<file path="src/rtl/rtc_tod_counter.sv">
module rtc_tod_counter #(
  parameter int unsigned US_PER_SEC = 1000000,
  parameter int unsigned UIP_US     = 244,
  parameter int unsigned PHASE_W    = $clog2(US_PER_SEC)
) (
  input  logic               clk,
  input  logic               rst_n,
  input  logic               tick_1hz,
  input  logic [PHASE_W-1:0] phase_us,
  input  logic               wr_en,
  input  logic [3:0]         wr_sel,
  input  logic [7:0]         wr_data,
  input  logic [3:0]         rd_sel,
  output logic [7:0]         rd_data,
  output logic               update_busy,
  output logic               update_done,
  output logic               alarm_hit
);
  localparam int unsigned BUSY_FROM = US_PER_SEC - UIP_US;
  localparam logic [3:0] F_SEC = 4'd0, F_MIN = 4'd1, F_HOUR = 4'd2, F_WDAY = 4'd3,
                         F_DAY = 4'd4, F_MON = 4'd5, F_YEAR = 4'd6,
                         F_ASEC = 4'd7, F_AMIN = 4'd8, F_AHOUR = 4'd9, F_CTRL = 4'd10;

  logic [5:0] sec_q, min_q;
  logic [4:0] hour_q, day_q;
  logic [2:0] wday_q;
  logic [3:0] mon_q;
  logic [6:0] year_q;
  logic [7:0] asec_q, amin_q, ahour_q;
  logic       hold_q, bin_q, h24_q;
  logic       done_q, pend_q, alarm_q;

  function automatic logic [6:0] dec(input logic [7:0] raw, input logic bin);
    int t, u;
    t = int'(raw[7:4]);
    u = int'(raw[3:0]);
    return bin ? raw[6:0] : 7'(t * 10 + u);
  endfunction

  function automatic logic [7:0] enc(input logic [6:0] v, input logic bin);
    int t, u;
    t = int'(v) / 10;
    u = int'(v) % 10;
    return bin ? {1'b0, v} : {4'(t), 4'(u)};
  endfunction

  function automatic logic [4:0] hour_in(input logic [7:0] raw, input logic bin, input logic h24);
    int h;
    h = int'(dec({1'b0, raw[6:0]}, bin));
    if (!h24) h = (h % 12) + (raw[7] ? 12 : 0);
    return 5'(h);
  endfunction

  function automatic logic [7:0] hour_out(input logic [4:0] h, input logic bin, input logic h24);
    int h12;
    if (h24) return enc({2'b0, h}, bin);
    h12 = (int'(h) % 12 == 0) ? 12 : int'(h) % 12;
    return enc(7'(h12), bin) | ((h >= 5'd12) ? 8'h80 : 8'h00);
  endfunction

  function automatic logic [4:0] month_len(input logic [3:0] m, input logic [6:0] y);
    case (m)
      4'd2:                   return (y[1:0] == 2'b00) ? 5'd29 : 5'd28;
      4'd4, 4'd6, 4'd9, 4'd11: return 5'd30;
      default:                return 5'd31;
    endcase
  endfunction

  wire step = tick_1hz && !hold_q && !wr_en;

  wire wild_s = asec_q[7:6] == 2'b11;
  wire wild_m = amin_q[7:6] == 2'b11;
  wire wild_h = ahour_q[7:6] == 2'b11;
  wire hit_s  = wild_s || (dec(asec_q, bin_q) == {1'b0, sec_q});
  wire hit_m  = wild_m || (dec(amin_q, bin_q) == {1'b0, min_q});
  wire hit_h  = wild_h || (hour_in(ahour_q, bin_q, h24_q) == hour_q);

  assign update_busy = !hold_q && (phase_us >= PHASE_W'(BUSY_FROM));
  assign update_done = done_q;
  assign alarm_hit   = alarm_q;

  always_ff @(posedge clk or negedge rst_n) begin
    if (!rst_n) begin
      sec_q <= '0; min_q <= '0; hour_q <= '0;
      wday_q <= 3'd1; day_q <= 5'd1; mon_q <= 4'd1; year_q <= '0;
      asec_q <= '0; amin_q <= '0; ahour_q <= '0;
      hold_q <= 1'b0; bin_q <= 1'b0; h24_q <= 1'b1;
    end else if (wr_en) begin
      case (wr_sel)
        F_SEC:   sec_q   <= 6'(dec(wr_data, bin_q));
        F_MIN:   min_q   <= 6'(dec(wr_data, bin_q));
        F_HOUR:  hour_q  <= hour_in(wr_data, bin_q, h24_q);
        F_WDAY:  wday_q  <= 3'(dec(wr_data, bin_q));
        F_DAY:   day_q   <= 5'(dec(wr_data, bin_q));
        F_MON:   mon_q   <= 4'(dec(wr_data, bin_q));
        F_YEAR:  year_q  <= dec(wr_data, bin_q);
        F_ASEC:  asec_q  <= wr_data;
        F_AMIN:  amin_q  <= wr_data;
        F_AHOUR: ahour_q <= wr_data;
        F_CTRL:  {h24_q, bin_q, hold_q} <= wr_data[2:0];
        default: ;
      endcase
    end else if (step) begin
      if (sec_q < 6'd59) sec_q <= sec_q + 6'd1;
      else begin
        sec_q <= '0;
        if (min_q < 6'd59) min_q <= min_q + 6'd1;
        else begin
          min_q <= '0;
          if (hour_q < 5'd23) hour_q <= hour_q + 5'd1;
          else begin
            hour_q <= '0;
            wday_q <= (wday_q >= 3'd7) ? 3'd1 : wday_q + 3'd1;
            if (day_q < month_len(mon_q, year_q)) day_q <= day_q + 5'd1;
            else begin
              day_q <= 5'd1;
              if (mon_q < 4'd12) mon_q <= mon_q + 4'd1;
              else begin
                mon_q  <= 4'd1;
                year_q <= (year_q >= 7'd99) ? 7'd0 : year_q + 7'd1;
              end
            end
          end
        end
      end
    end
  end

  always_ff @(posedge clk or negedge rst_n) begin
    if (!rst_n) begin
      done_q <= 1'b0; pend_q <= 1'b0; alarm_q <= 1'b0;
    end else begin
      done_q  <= step;
      pend_q  <= step;
      alarm_q <= pend_q && !hold_q && hit_s && hit_m && hit_h;
    end
  end

  always_comb begin
    case (rd_sel)
      F_SEC:   rd_data = enc({1'b0, sec_q}, bin_q);
      F_MIN:   rd_data = enc({1'b0, min_q}, bin_q);
      F_HOUR:  rd_data = hour_out(hour_q, bin_q, h24_q);
      F_WDAY:  rd_data = enc({4'b0, wday_q}, bin_q);
      F_DAY:   rd_data = enc({2'b0, day_q}, bin_q);
      F_MON:   rd_data = enc({3'b0, mon_q}, bin_q);
      F_YEAR:  rd_data = enc(year_q, bin_q);
      F_ASEC:  rd_data = asec_q;
      F_AMIN:  rd_data = amin_q;
      F_AHOUR: rd_data = ahour_q;
      F_CTRL:  rd_data = {5'b0, h24_q, bin_q, hold_q};
      default: rd_data = 8'h00;
    endcase
  end

  assert_done_after_tick_R4: assert property (@(posedge clk) disable iff (!rst_n)
    (tick_1hz && !hold_q && !wr_en) |=> update_done);
  assert_sec_steps_R4: assert property (@(posedge clk) disable iff (!rst_n)
    (tick_1hz && !hold_q && !wr_en) |=> (sec_q == 6'd0 || sec_q == $past(sec_q) + 6'd1));
  assert_hold_quiet_R7: assert property (@(posedge clk) disable iff (!rst_n)
    hold_q |=> (!update_done && !alarm_hit));
  assert_hold_freezes_R7: assert property (@(posedge clk) disable iff (!rst_n)
    (hold_q && !wr_en) |=> $stable(sec_q));
  assert_alarm_after_done_R8: assert property (@(posedge clk) disable iff (!rst_n)
    alarm_hit |-> $past(update_done));
endmodule

</file>
<file path="config.mk">
export PLATFORM = sky130hd
export DESIGN_NAME = rtc_tod_counter
export DESIGN_NICKNAME = d
export VERILOG_FILES = /design/src/rtl/rtc_tod_counter.sv
export SDC_FILE = /design/constraint.sdc
export NUM_CORES = 1
export LEC_CHECK = 0
export ABC_AREA = 1
export BUFFER_PORTS_ARGS = -buffer_cell sky130_fd_sc_hd__buf_2
export CAP_MARGIN = 20
export CORE_UTILIZATION = 45
export DETAILED_ROUTE_END_ITERATION = 6
export PLACE_DENSITY = 0.65
export SYNTH_ARGS = -nofsm -noshare
export SYNTH_HDL_FRONTEND = slang
export SYNTH_SLANG_ARGS = --single-unit
</file>
<file path="constraint.sdc">
create_clock -name clk -period 5.2 [get_ports clk]
set_clock_uncertainty 0.15 [all_clocks]
set_input_delay 0.26 -clock clk [delete_from_list [all_inputs] [get_ports clk]]
set_output_delay 0.26 -clock clk [all_outputs]
set_load 0.1 [all_outputs]
</file>
==> results.json <==
{
  "finalCritPeriodShare": 0.940,
  "worst-endpoint-required_ns": 4.79,
  "whs_ns": -0.0289,
  "status": "finished, violations left",
  "final_cell_mix": "nand2_1 (315), inv_1 (172), o21ai_0 (113), nor2_1 (107), nand3_1 (80)",
  "p_comb_frac": 0.724,
  "ys_async_sr_fraction": 1.00,
  "drv_slew": 0,
  "drc": 0,
  "p_per_area_nw_per_um2": 679,
  "die-width_um": 136,
  "final_hold_viol_count": 30,
  "antenna_found_initial": 0,
  "pwr-share-clk": 0.108,
  "period_needed_ns": 4.89,
  "grt_util_all_layers": 0.268,
  "drtIter0Drc": 562,
  "swShare": 0.567,
  "path_clk_slew_ns": 0.06,
  "seqPwrFrac": 0.168,
  "die_h_um": 136,
  "clock-sinks": 65,
  "fmax_mhz": 205,
  "peakVddDrop_uv": 509,
  "critical_path_class": "reg2out",
  "root_buffer": "clkbuf_16",
  "p_total_mw": 6.03,
  "synth_edf_count": 0,
  "hold_path_class": "in2async",
  "crit_arrival_ns": 4.48,
  "finalInstanceArea_sq_um": 8880,
  "grt_pass1_vias": 7602,
  "ant_nets": 0,
  "drive_gt1_frac": 0.103,
  "rows": 48,
  "setup_viol": 0,
  "cts_tree": "done",
  "synth_ff_type": "dfrtp_1",
  "place_area_sq_um": 8510,
  "startpoint_type": "flip-flop",
  "overflow": 0,
  "diodes": 0,
  "end_kind": "output port",
  "clk-insertion-delay-late_ns": 0.35,
  "ys_types": 60,
  "syn_area_sq_um": 8080,
  "routedWlPerCell_um": 15.5,
  "h-tree-depth": 3,
  "final_common_cell": "nand2_1",
  "cap_violations": 0,
  "violations": "hold timing",
  "vias": 8448,
  "power.net_switching_mw": 3.42,
  "cts_made_buffers": 9,
  "port_buffers": 48,
  "ctsLongestPathBuffers": 2,
  "relSlewSlack": 0.297,
  "synth_cells": 1253,
  "drt-pass1-iter-count": 7,
  "totalWireLength_mm": 23.6,
  "coreArea_sq_um": 17400,
  "worst_slack_ns": 0.313,
  "yosysSeqAreaShare": 0.202,
  "intPower_mw": 2.61,
  "synth_seq_cells": 65,
  "pin_count": 51,
  "gp_congestion": 0.925,
  "start_util": 0.464,
  "static-leakage-power_nw": 4.62,
  "dp_hpwl_mm": 18.4,
  "grt_max_degree": 66,
  "synth_fp_nets": 1378,
  "grt_pass1_wl_mm": 38.5,
  "tightestPinTransition_ns": 1.05,
  "fin_nets": 1418,
  "dieArea_sq_um": 18500,
  "cp_max_fo": 10,
  "avgSynthCellArea_sq_um": 6.45,
  "via_per_inst": 5.55,
  "syn_to_final_growth_pct": 9.96,
  "place_ws_ns": 0.197,
  "ys_warn_count": 0
}
[layer usage]
metal	GRT usage	up-vias	wire length, um
li1	-	4247	-
met1	0.371	3930	10900
met2	0.436	233	10600
met3	0.0231	38	1370
met4	0.0951	0	637
met5	0	-	0
[power groups by stage]
stage          sequential (mW)  clock [mW]  combinational [mW]
4_1_cts                   1.00       0.657                4.28
6_report                  1.01       0.651                4.36
3_3_place_gp              1.01           0                4.17
3_5_place_dp              1.01           0                4.25
2_1_floorplan            0.896           0                3.53
5_1_grt                   1.05       0.677                5.02
[worst paths after layout]
kind | cells after the start | slack [ns] | startpoint | end
min reg2reg | 2 | 0.37 | amin_q[3] | amin_q[3]
max in group asynchronous | 2 | 4.25 | rst_n | ahour_q[6]
min in group clk | 3 | 0.05 | tick_1hz | pend_q
max reg2reg | 31 | 0.43 | ahour_q[6] | alarm_hit
min | 2 | -0.03 | rst_n | amin_q[4]
max | 27 | 0.31 | hour_q[3] | rd_data[3]
[what timing repair did]
item                       in CTS  in global routing
buffers inserted                0                  0
setup endpoints to repair       1                  5
hold buffers                    0                  0
gates resized for setup         1                 14
gates cloned                    0                  0
pin swaps                       0                  0
[state kept, by name (all words and copies together), names as in the netlist, 5 cells and up]
signal,flops
ahour_q,8
amin_q,8
asec_q,8
day_q,5
hour_q,5
min_q,6
sec_q,6
year_q,7
[cell usage after synthesis (16+ instances only)]
cell type | instances | area [sq um]
a21oi_1 | 69 | 345
a31oi_1 | 20 | 125
clkbuf_1 | 19 | 71.3
dfrtp_1 | 61 | 1530
ha_1 | 76 | 951
inv_1 | 173 | 649
nand2_1 | 315 | 1180
nand3_1 | 81 | 405
nand4_1 | 16 | 100
nor2_1 | 107 | 402
nor3_1 | 16 | 80.1
o21ai_0 | 115 | 576
xor2_1 | 32 | 280
[worst max-delay path, cell delays in order, from the launching register on]
cell and delay (ns):
dfrtp_1 0.47, ha_1 0.35, o21ai_4 0.22, nand2_4 0.11, ha_1 0.21, inv_1 0.05, ha_1 0.22, inv_1 0.08
nor2_1 0.08, nor2_2 0.15, nand2_4 0.13, xnor2_4 0.19, ha_1 0.17, nand3_1 0.13, nor2_1 0.15, nand3_2 0.13
nand2_4 0.15, nand2_2 0.06, nand2_2 0.07, inv_1 0.06, ha_1 0.18, xor2_1 0.16, nand2_1 0.07, nand3_1 0.07
nand2_1 0.08, nand2_1 0.05, nand2_1 0.11, buf_8 0.21
[cell type report]
cell class | count | area, sq um
clock buffers | 9 | 225
clock inverters | 7 | 83.8
fillers | 1819 | 8530
inverters | 179 | 672
multi-input cells | 981 | 5660
flip-flops and latches | 65 | 1630
well taps | 225 | 282
repair buffers | 57 | 323
[logic make-up (layout without fill, tap and decap cells)]
group	Yosys count	count (layout)	share of synthesized area
and+or+nand+nor	588	588	0.322
AOI/OAI and AO/OA	269	269	0.193
buffers and inverters	207	252	0.101
adders and majority gates	85	85	0.140
DFF	65	65	0.202
xor gates and xnor gates	36	36	0.0390
muxes	2	2	0.00263
other	1	1	0.000464
[stage by stage]
| step | utilization | setup TNS, ns | cells |
|---|---|---|---|
| 3_5_place_dp | 0.489 | 0 | 1505 |
| 4_1_cts | 0.506 | 0 | 1521 |
| 3_3_place_gp | 0.489 | 0 | 1505 |
| 5_1_grt | 0.510 | -0.0132 | 1523 |
| 6_report | 0.510 | 0 | 1523 |
| 2_1_floorplan | - | 0 | 1253 |
Note: power is estimated with default switching activity, not from simulation.
